===== src/rtl/color_code_lock.sv =====
module color_code_lock #(
  parameter bit STRICT = 1'b1
) (
  input  logic clk,
  input  logic rst,
  input  logic btn_start,
  input  logic btn_red,
  input  logic btn_green,
  input  logic btn_blue,
  output logic unlock
);

  typedef enum logic [2:0] {
    S_IDLE  = 3'd0,
    S_ARMED = 3'd1,
    S_GOT_R = 3'd2,
    S_GOT_B = 3'd3,
    S_GOT_G = 3'd4,
    S_OPEN  = 3'd5
  } step_t;

  step_t step_q, step_d;

  logic any_press, multi_press;
  logic exp_hit;

  assign any_press   = btn_red | btn_green | btn_blue;
  assign multi_press = (btn_red & btn_green) | (btn_red & btn_blue) | (btn_green & btn_blue);

  always_comb begin
    case (step_q)
      S_ARMED, S_GOT_G: exp_hit = btn_red;
      S_GOT_R:          exp_hit = btn_blue;
      S_GOT_B:          exp_hit = btn_green;
      default:          exp_hit = 1'b0;
    endcase
    if (STRICT && multi_press) exp_hit = 1'b0;
  end

  always_comb begin
    step_d = step_q;
    case (step_q)
      S_IDLE:  step_d = btn_start ? S_ARMED : S_IDLE;
      S_OPEN:  step_d = S_IDLE;
      default: begin
        if (!any_press)   step_d = step_q;
        else if (!exp_hit) step_d = S_IDLE;
        else               step_d = step_t'(step_q + 3'd1);
      end
    endcase
  end

  always_ff @(posedge clk) begin
    if (rst) step_q <= S_IDLE;
    else     step_q <= step_d;
  end

  assign unlock = (step_q == S_OPEN);

  p_reset_idle_r1: assert property (@(posedge clk) rst |=> !unlock && step_q == S_IDLE);

  p_idle_hold_r2: assert property (@(posedge clk) disable iff (rst)
    (step_q == S_IDLE && !btn_start) |=> step_q == S_IDLE);

  p_step_hold_r3: assert property (@(posedge clk) disable iff (rst)
    (step_q != S_IDLE && step_q != S_OPEN && !any_press) |=> $stable(step_q));

  p_wrong_abort_r5: assert property (@(posedge clk) disable iff (rst)
    (step_q == S_GOT_R && any_press && !btn_blue) |=> step_q == S_IDLE);

  p_pulse_once_r6: assert property (@(posedge clk) disable iff (rst)
    unlock |=> !unlock && step_q == S_IDLE);

  generate
    if (STRICT) begin : g_strict
      p_multi_reject_r7: assert property (@(posedge clk) disable iff (rst)
        (step_q != S_IDLE && step_q != S_OPEN && $countones({btn_red, btn_green, btn_blue}) > 1)
        |=> step_q == S_IDLE);
    end
  endgenerate

  p_open_source_r8: assert property (@(posedge clk) disable iff (rst)
    $rose(unlock) |-> $past(step_q) == S_GOT_G && $past(btn_red));

endmodule


===== config.mk =====
export PLATFORM = sky130hd
export DESIGN_NAME = color_code_lock
export DESIGN_NICKNAME = d
export VERILOG_FILES = /design/src/rtl/color_code_lock.sv
export SDC_FILE = /design/constraint.sdc
export NUM_CORES = 1
export LEC_CHECK = 0
export ABC_AREA = 1
export CAP_MARGIN = 20
export CORE_AREA = 4 4 41 43
export CTS_CLUSTER_SIZE = 24
export DETAILED_ROUTE_END_ITERATION = 16
export DIE_AREA = 0 0 45 47
export GPL_TIMING_DRIVEN = 0
export PLACE_DENSITY = 0.45
export SLEW_MARGIN = 25
export SYNTH_ARGS = -nofsm -noshare
export SYNTH_HDL_FRONTEND = slang
export SYNTH_SLANG_ARGS = --single-unit

===== constraint.sdc =====
create_clock -name clk -period 1.71 [get_ports clk]
set_clock_uncertainty 0.1 [all_clocks]
set_input_delay 0.4275 -clock clk [delete_from_list [all_inputs] [get_ports clk]]
set_output_delay 0.4275 -clock clk [all_outputs]
set_load 0.02 [all_outputs]

==> flow_summary.yaml, run 1 <==
finish:
  largest_register_ffs: 3
  largest_register: "step_q"
  nets: 72
  final_cell_mix: "nand2_1, inv_1, nor2_1"
  post-route-util_pct: 32.60
  drive_gt1_share_pct: 20.00
  n_antenna_cell: 0
  largestRegisters: "step_q x3"
  final_common_cell: "nand2_1"
  syn_to_final_growth_pct: 35.60
drt:
  met3WireLength_um: 48
  via_per_inst: 4.067
  met1Wirelength_um: 254
  drtIter0Drc: 3
  post_drt_wl_per_cell_um: 7.547
  final_antenna_net_count: 0
  route.met2.wl_um: 262
  route.detailed.drc: 0
  top_layer: "met3"
  vias: 305
  firstDrtPassIters: 4
  routed_wl_um: 566
clock_network:
  htreeDepth: 1
  cts_buffer_depth: 2
  clockRootBuffer: "clkbuf_4"
  cts_buffers: 3
  path_clk_slew_ns: 0.03
  numClockSinks: 3
  clock_latency_ns: 0.23
  ctsHoldBuffers: 0
  cts_tree: "built"
floorplan:
  die_x_um: 45
  start_util_pct: 24.04
  fp.dieArea_mm2: 0.002115
  coreArea_mm2: 0.001301
  rows: 13
  io_pins: 7
  die_y_um: 47
sta:
  finalWorstSetupSlack_ns: 0.09672
  holdWs_ns: 0.3832
  finalCritPeriodShare_pct: 94.34
  tns_ns: 0
  worst_pin_slew_ns: 0.3740
  timing.slew.headroom_pct: 74.80
  hold_viol: 0
  rsz0062_at_grt: "false"
  finalCriticalPeriod_ns: 1.613
  setup_viol: 0
  maxSlewViolCount: 0
  fmax_ghz: 0.6199
critical_path:
  crit_type: "flip-flop to output pin"
  path_cells: "inv_1 > ha_1 > nand2_2 > inv_1 > buf_2"
  slowest_delay_ns: 0.34
  required_ns: 1.18
  rrSetupSlack_ns: 0.36
  end_kind: "output pin"
  rr_endpoint: "step_q[0]$_SDFFE_PP0P_"
  worst_path_most_repeated_cell: "inv_1"
  start_kind: "flip-flop"
  slowest_stage: "dfxtp_2"
  r2r_start: "step_q[0]$_SDFFE_PP0P_"
  startpoint: "step_q[1]$_SDFFE_PP0P_"
  reg2regPathDepth: 8
  arrival_ns: 1.09
  crit_end: "unlock"
  critPathMaxFanout: 4
placement:
  place_ws_ns: -0.1728
  gp_congestion: 0.7463
  place_hpwl_um: 492
  portBuffers: 6
global_route:
  grt_pass1_wl_um: 972
  antenna_found_initial: 0
  grt_start_max_net_pins: 6
  gr-usage-all-layers_pct: 6.546
  grt-ovfl-total: 0
  grt_pass1_vias: 250
power:
  leakage_nw: 0.2034
  total_power_w: 0.0002398
  ir_drop_uv: 421.3
  power_density_mw_per_mm2: 565.4
job:
  cap_violations: 0
min_path:
  hp-class: "flip-flop to flip-flop"
yosys:
  yosysSeqAreaShare_pct: 19.20
  synthCells: 49
  yosys_warnings: 0
  synth_nets: 60
  syn_avg_cell_area_um2: 6.384
  ys_types: 12
  ys_seq_elements: 3
  syn-cell-area_um2: 312.8
run_status:
  status: "finished clean"
-- metal layers --
layer,global-route usage [%],up-vias
met5,0,-
met4,1.754,0
met3,4.981,0
met2,10.45,7
met1,6.787,127
li1,-,171
-- worst min-delay path by stage --
stage	from	endpoint	slack, ns	cells past startpoint
2_1_floorplan	step_q[1]$_SDFFE_PP0P_	step_q[1]$_SDFFE_PP0P_	0.37	2
3_3_place_gp	step_q[1]$_SDFFE_PP0P_	step_q[1]$_SDFFE_PP0P_	0.41	2
3_5_place_dp	step_q[2]$_SDFFE_PP0P_	step_q[2]$_SDFFE_PP0P_	0.40	2
4_1_cts	step_q[1]$_SDFFE_PP0P_	step_q[1]$_SDFFE_PP0P_	0.39	2
5_1_grt	step_q[1]$_SDFFE_PP0P_	step_q[1]$_SDFFE_PP0P_	0.41	2
6_report	step_q[1]$_SDFFE_PP0P_	step_q[1]$_SDFFE_PP0P_	0.38	2
-- area by class of cell --
cell class / instances / area [µm²]
Timing Repair Buffer: 7 / 62.56
Inverter: 9 / 33.78
Multi-Input combinational cell: 37 / 221.5
Fill cell: 162 / 877.1
Tap cell: 15 / 18.77
Sequential cell: 3 / 61.31
Clock buffer: 4 / 26.28
-- per-stage QoR --
stage,std cells,cell area [µm²]
final,75,424.2
after global routing,75,424.2
after CTS,74,416.7
after detailed placement,70,391.6
after global placement,70,391.6
after floorplan,49,312.8
-- power by group --
group	switching, W	total (W)	internal, W
clock	0.0000354	0.000123	0.0000873
sequential	0.00000180	0.0000739	0.0000721
combinational	0.0000225	0.0000432	0.0000207
-- repair_timing --
| action | 4_1_cts | 5_1_grt |
|---|---|---|
| buffers inserted | 0 | 1 |
| cloned | 0 | 0 |
| resized for setup | 6 | 0 |
| endpoints found under the setup margin | 1 | 1 |
-- synthesized netlist by cell type --
library cell	count	share of area, %
nand3_1	4	6.4
dfxtp_1	3	19
inv_2	1	1.2
inv_1	8	9.6
a21oi_2	1	2.8
o21ai_0	1	1.6
nand2_1	15	18
nand2_4	2	7.2
ha_1	5	20
nor2_4	1	3.6
nor2_1	6	7.2
a21oi_1	2	3.2
-- logic make-up (layout without fill, tap and decap cells) --
logic type	after synthesis	after routing	synth area share, %
fa+ha+maj	5	5	20.00
buf+inv	9	20	10.80
flops	3	3	19.20
simple gates	28	28	42.40
compound gates	4	4	7.599
-- worst max-delay path: cells and delay by family (launching register included) --
kind,cells,cell delay (ns)
flops,1,0.34
fa+ha+maj,1,0.20
simple gates,1,0.08
buf+inv,3,0.23
No activity file was read; power rests on OpenSTA's default activity.
==> inputs of run 2 (changes only) <==
--- a/config.mk
+++ b/config.mk
@@ -8,6 +8,7 @@
 export ABC_AREA = 1
 export CAP_MARGIN = 20
 export CORE_AREA = 4 4 41 43
+export CTS_BUF_LIST = sky130_fd_sc_hd__clkbuf_4 sky130_fd_sc_hd__clkbuf_8 sky130_fd_sc_hd__clkbuf_16
 export CTS_CLUSTER_SIZE = 24
 export DETAILED_ROUTE_END_ITERATION = 16
 export DIE_AREA = 0 0 45 47
==> constraint.sdc (replaced) <==
create_clock -name clk -period 1.6 [get_ports clk]
set_clock_uncertainty 0.1 [all_clocks]
set_input_delay 0.4 -clock clk [delete_from_list [all_inputs] [get_ports clk]]
set_output_delay 0.4 -clock clk [all_outputs]
set_load 0.02 [all_outputs]
==> run 2 against run 1 <==
  * Die area stayed put
  * Sequential power is 8.7% higher
  * Cell count stayed put
  * Utilization is 1.5 points higher
  * Hold slack better by 0.0057 ns
  * Sequential share of layout area is 0.37 points lower
  * Clock power is 19% higher
  * Critical path depth stayed put
  * Design area is 4.7% higher
  * Global-route usage is 0.079 points lower
  * Largest power group unchanged
  * Highest routed layer unchanged
==> flow_summary.yaml, run 2 (synthesized netlist as in run 1, its figures left out) <==
run_status:
  status: "finished clean"
floorplan:
  die_y_um: 47
  start_util_pct: 24.04
  io_pins: 7
  die_x_um: 45
  rows: 13
  fp.dieArea_mm2: 0.002115
  coreArea_mm2: 0.001301
drt:
  post_drt_wl_per_cell_um: 7.547
  firstDrtPassIters: 2
  final_antenna_net_count: 0
  route.detailed.drc: 0
  routed_wl_um: 566
  via_per_inst: 4.120
  drtIter0Drc: 3
  vias: 309
sta:
  timing.slew.headroom_pct: 75.79
  finalCritPeriodShare_pct: 95.15
  maxSlewViolCount: 0
  setup_viol: 0
  rsz0062_at_grt: "false"
  worst_pin_slew_ns: 0.3593
  holdWs_ns: 0.3890
  fmax_ghz: 0.6569
  hold_viol: 0
  finalCriticalPeriod_ns: 1.522
power:
  combPwrFrac_pct: 17.2
  ir_drop_uv: 476.6
  power_density_mw_per_mm2: 615.3
  p_seq_share_pct: 29.4
  clkPwrFrac_pct: 53.4
  p_sw_w: 0.00006252
  swShare_pct: 22.88
  intPower_w: 0.0002108
  leakage_nw: 0.2082
finish:
  nets: 72
  fin_cells: 75
  post-route-util_pct: 34.13
  final_common_cell: "nand2_1"
  largestRegisters: "step_q x3"
  n_antenna_cell: 0
  fillerInstances: 159
  largest_register_ffs: 3
  drive_gt1_share_pct: 26.67
  largest_register: "step_q"
  syn_to_final_growth_pct: 42.00
  final_cell_mix: "nand2_1, inv_1, nor2_1"
global_route:
  grt_start_max_net_pins: 6
  grt-ovfl-total: 0
  antenna_found_initial: 0
  grt_pass1_vias: 252
  grt_pass1_wl_um: 979
  gr-usage-all-layers_pct: 6.467
critical_path:
  critPathMaxFanout: 4
  required_ns: 1.10
  slowest_stage: "dfxtp_2"
  path_cells: "inv_2 > ha_4 > nand2_2 > inv_1 > buf_4"
  rr_endpoint: "step_q[0]$_SDFFE_PP0P_"
  rrSetupSlack_ns: 0.25
  r2r_start: "step_q[0]$_SDFFE_PP0P_"
  crit_type: "flip-flop to output pin"
  reg2regPathDepth: 8
  start_kind: "flip-flop"
  arrival_ns: 1.02
  end_kind: "output pin"
  slowest_delay_ns: 0.35
min_path:
  min_path_cells: 2
  min_to: "step_q[1]$_SDFFE_PP0P_"
  min-delay-start: "step_q[1]$_SDFFE_PP0P_"
  hp-class: "flip-flop to flip-flop"
placement:
  place_hpwl_um: 492
  place_inst: 70
  gp_congestion: 0.7463
  portBuffers: 6
clock_network:
  cts_buffers: 3
  path_clk_slew_ns: 0.03
  clock_latency_ns: 0.23
  htreeDepth: 1
  cts_tree: "built"
  ctsHoldBuffers: 0
  cts_buffer_depth: 2
  numClockSinks: 3
  clockRootBuffer: "clkbuf_4"
job:
  cap_violations: 0
## run 2: stage by stage
stage	instance area [µm²]	total power [W]	setup TNS, ns	setup WS (ns)
5_1_grt	444.2	0.0003064	0	0.003596
2_1_floorplan	312.8	0.0001063	0	0.2777
3_3_place_gp	391.6	0.0001274	-0.5730	-0.2511
3_5_place_dp	391.6	0.0001263	-0.4299	-0.2553
6_report	444.2	0.0002733	0	0.07764
4_1_cts	427.9	0.0002814	0	0.006227
## run 2: power groups by stage
stage | combinational [W] | clock, W | sequential [W]
2_1_floorplan | 0.0000267 | 0 | 0.0000796
3_3_place_gp | 0.0000472 | 0 | 0.0000802
3_5_place_dp | 0.0000462 | 0 | 0.0000801
4_1_cts | 0.0000471 | 0.000155 | 0.0000790
5_1_grt | 0.0000531 | 0.000173 | 0.0000805
6_report | 0.0000471 | 0.000146 | 0.0000803
## run 2: final cells by class
class	count	area (µm²)	area share, %
multi-input cells	37	234.0	52.68
repair buffers	7	65.06	14.65
flip-flops and latches	3	62.56	14.08
inverters	9	33.78	7.606
well taps	15	18.77	4.225
clock buffers	4	30.03	6.761
## run 2: worst max-delay path, delay by kind of cell, from the launching register on
| kind | cells | cell delay (ns) |
|---|---|---|
| flip-flops | 1 | 0.35 |
| buffers and inverters | 3 | 0.24 |
| adder cells (fa/ha/maj) | 1 | 0.15 |
| AND/OR/NAND/NOR | 1 | 0.06 |
## run 2: per-layer routing
metal	global-route usage, %	wire length, µm
met1	7.014	247
met2	10.73	271
met5	0	0
met4	0	0
met3	4.981	47
## run 2: how the worst max path moves through the flow
stage | from | endpoint | depth (start not counted)
2_1_floorplan | step_q[1]$_SDFFE_PP0P_ | unlock | 4
3_3_place_gp | step_q[1]$_SDFFE_PP0P_ | unlock | 5
3_5_place_dp | step_q[1]$_SDFFE_PP0P_ | unlock | 5
4_1_cts | step_q[1]$_SDFFE_PP0P_ | unlock | 5
5_1_grt | step_q[1]$_SDFFE_PP0P_ | unlock | 5
6_report | step_q[1]$_SDFFE_PP0P_ | unlock | 5
## run 2: timing repair
item,CTS,global route
gates resized for setup,6,5
endpoints found under the setup margin,1,1
pin swaps,1,0
buffers inserted,1,0
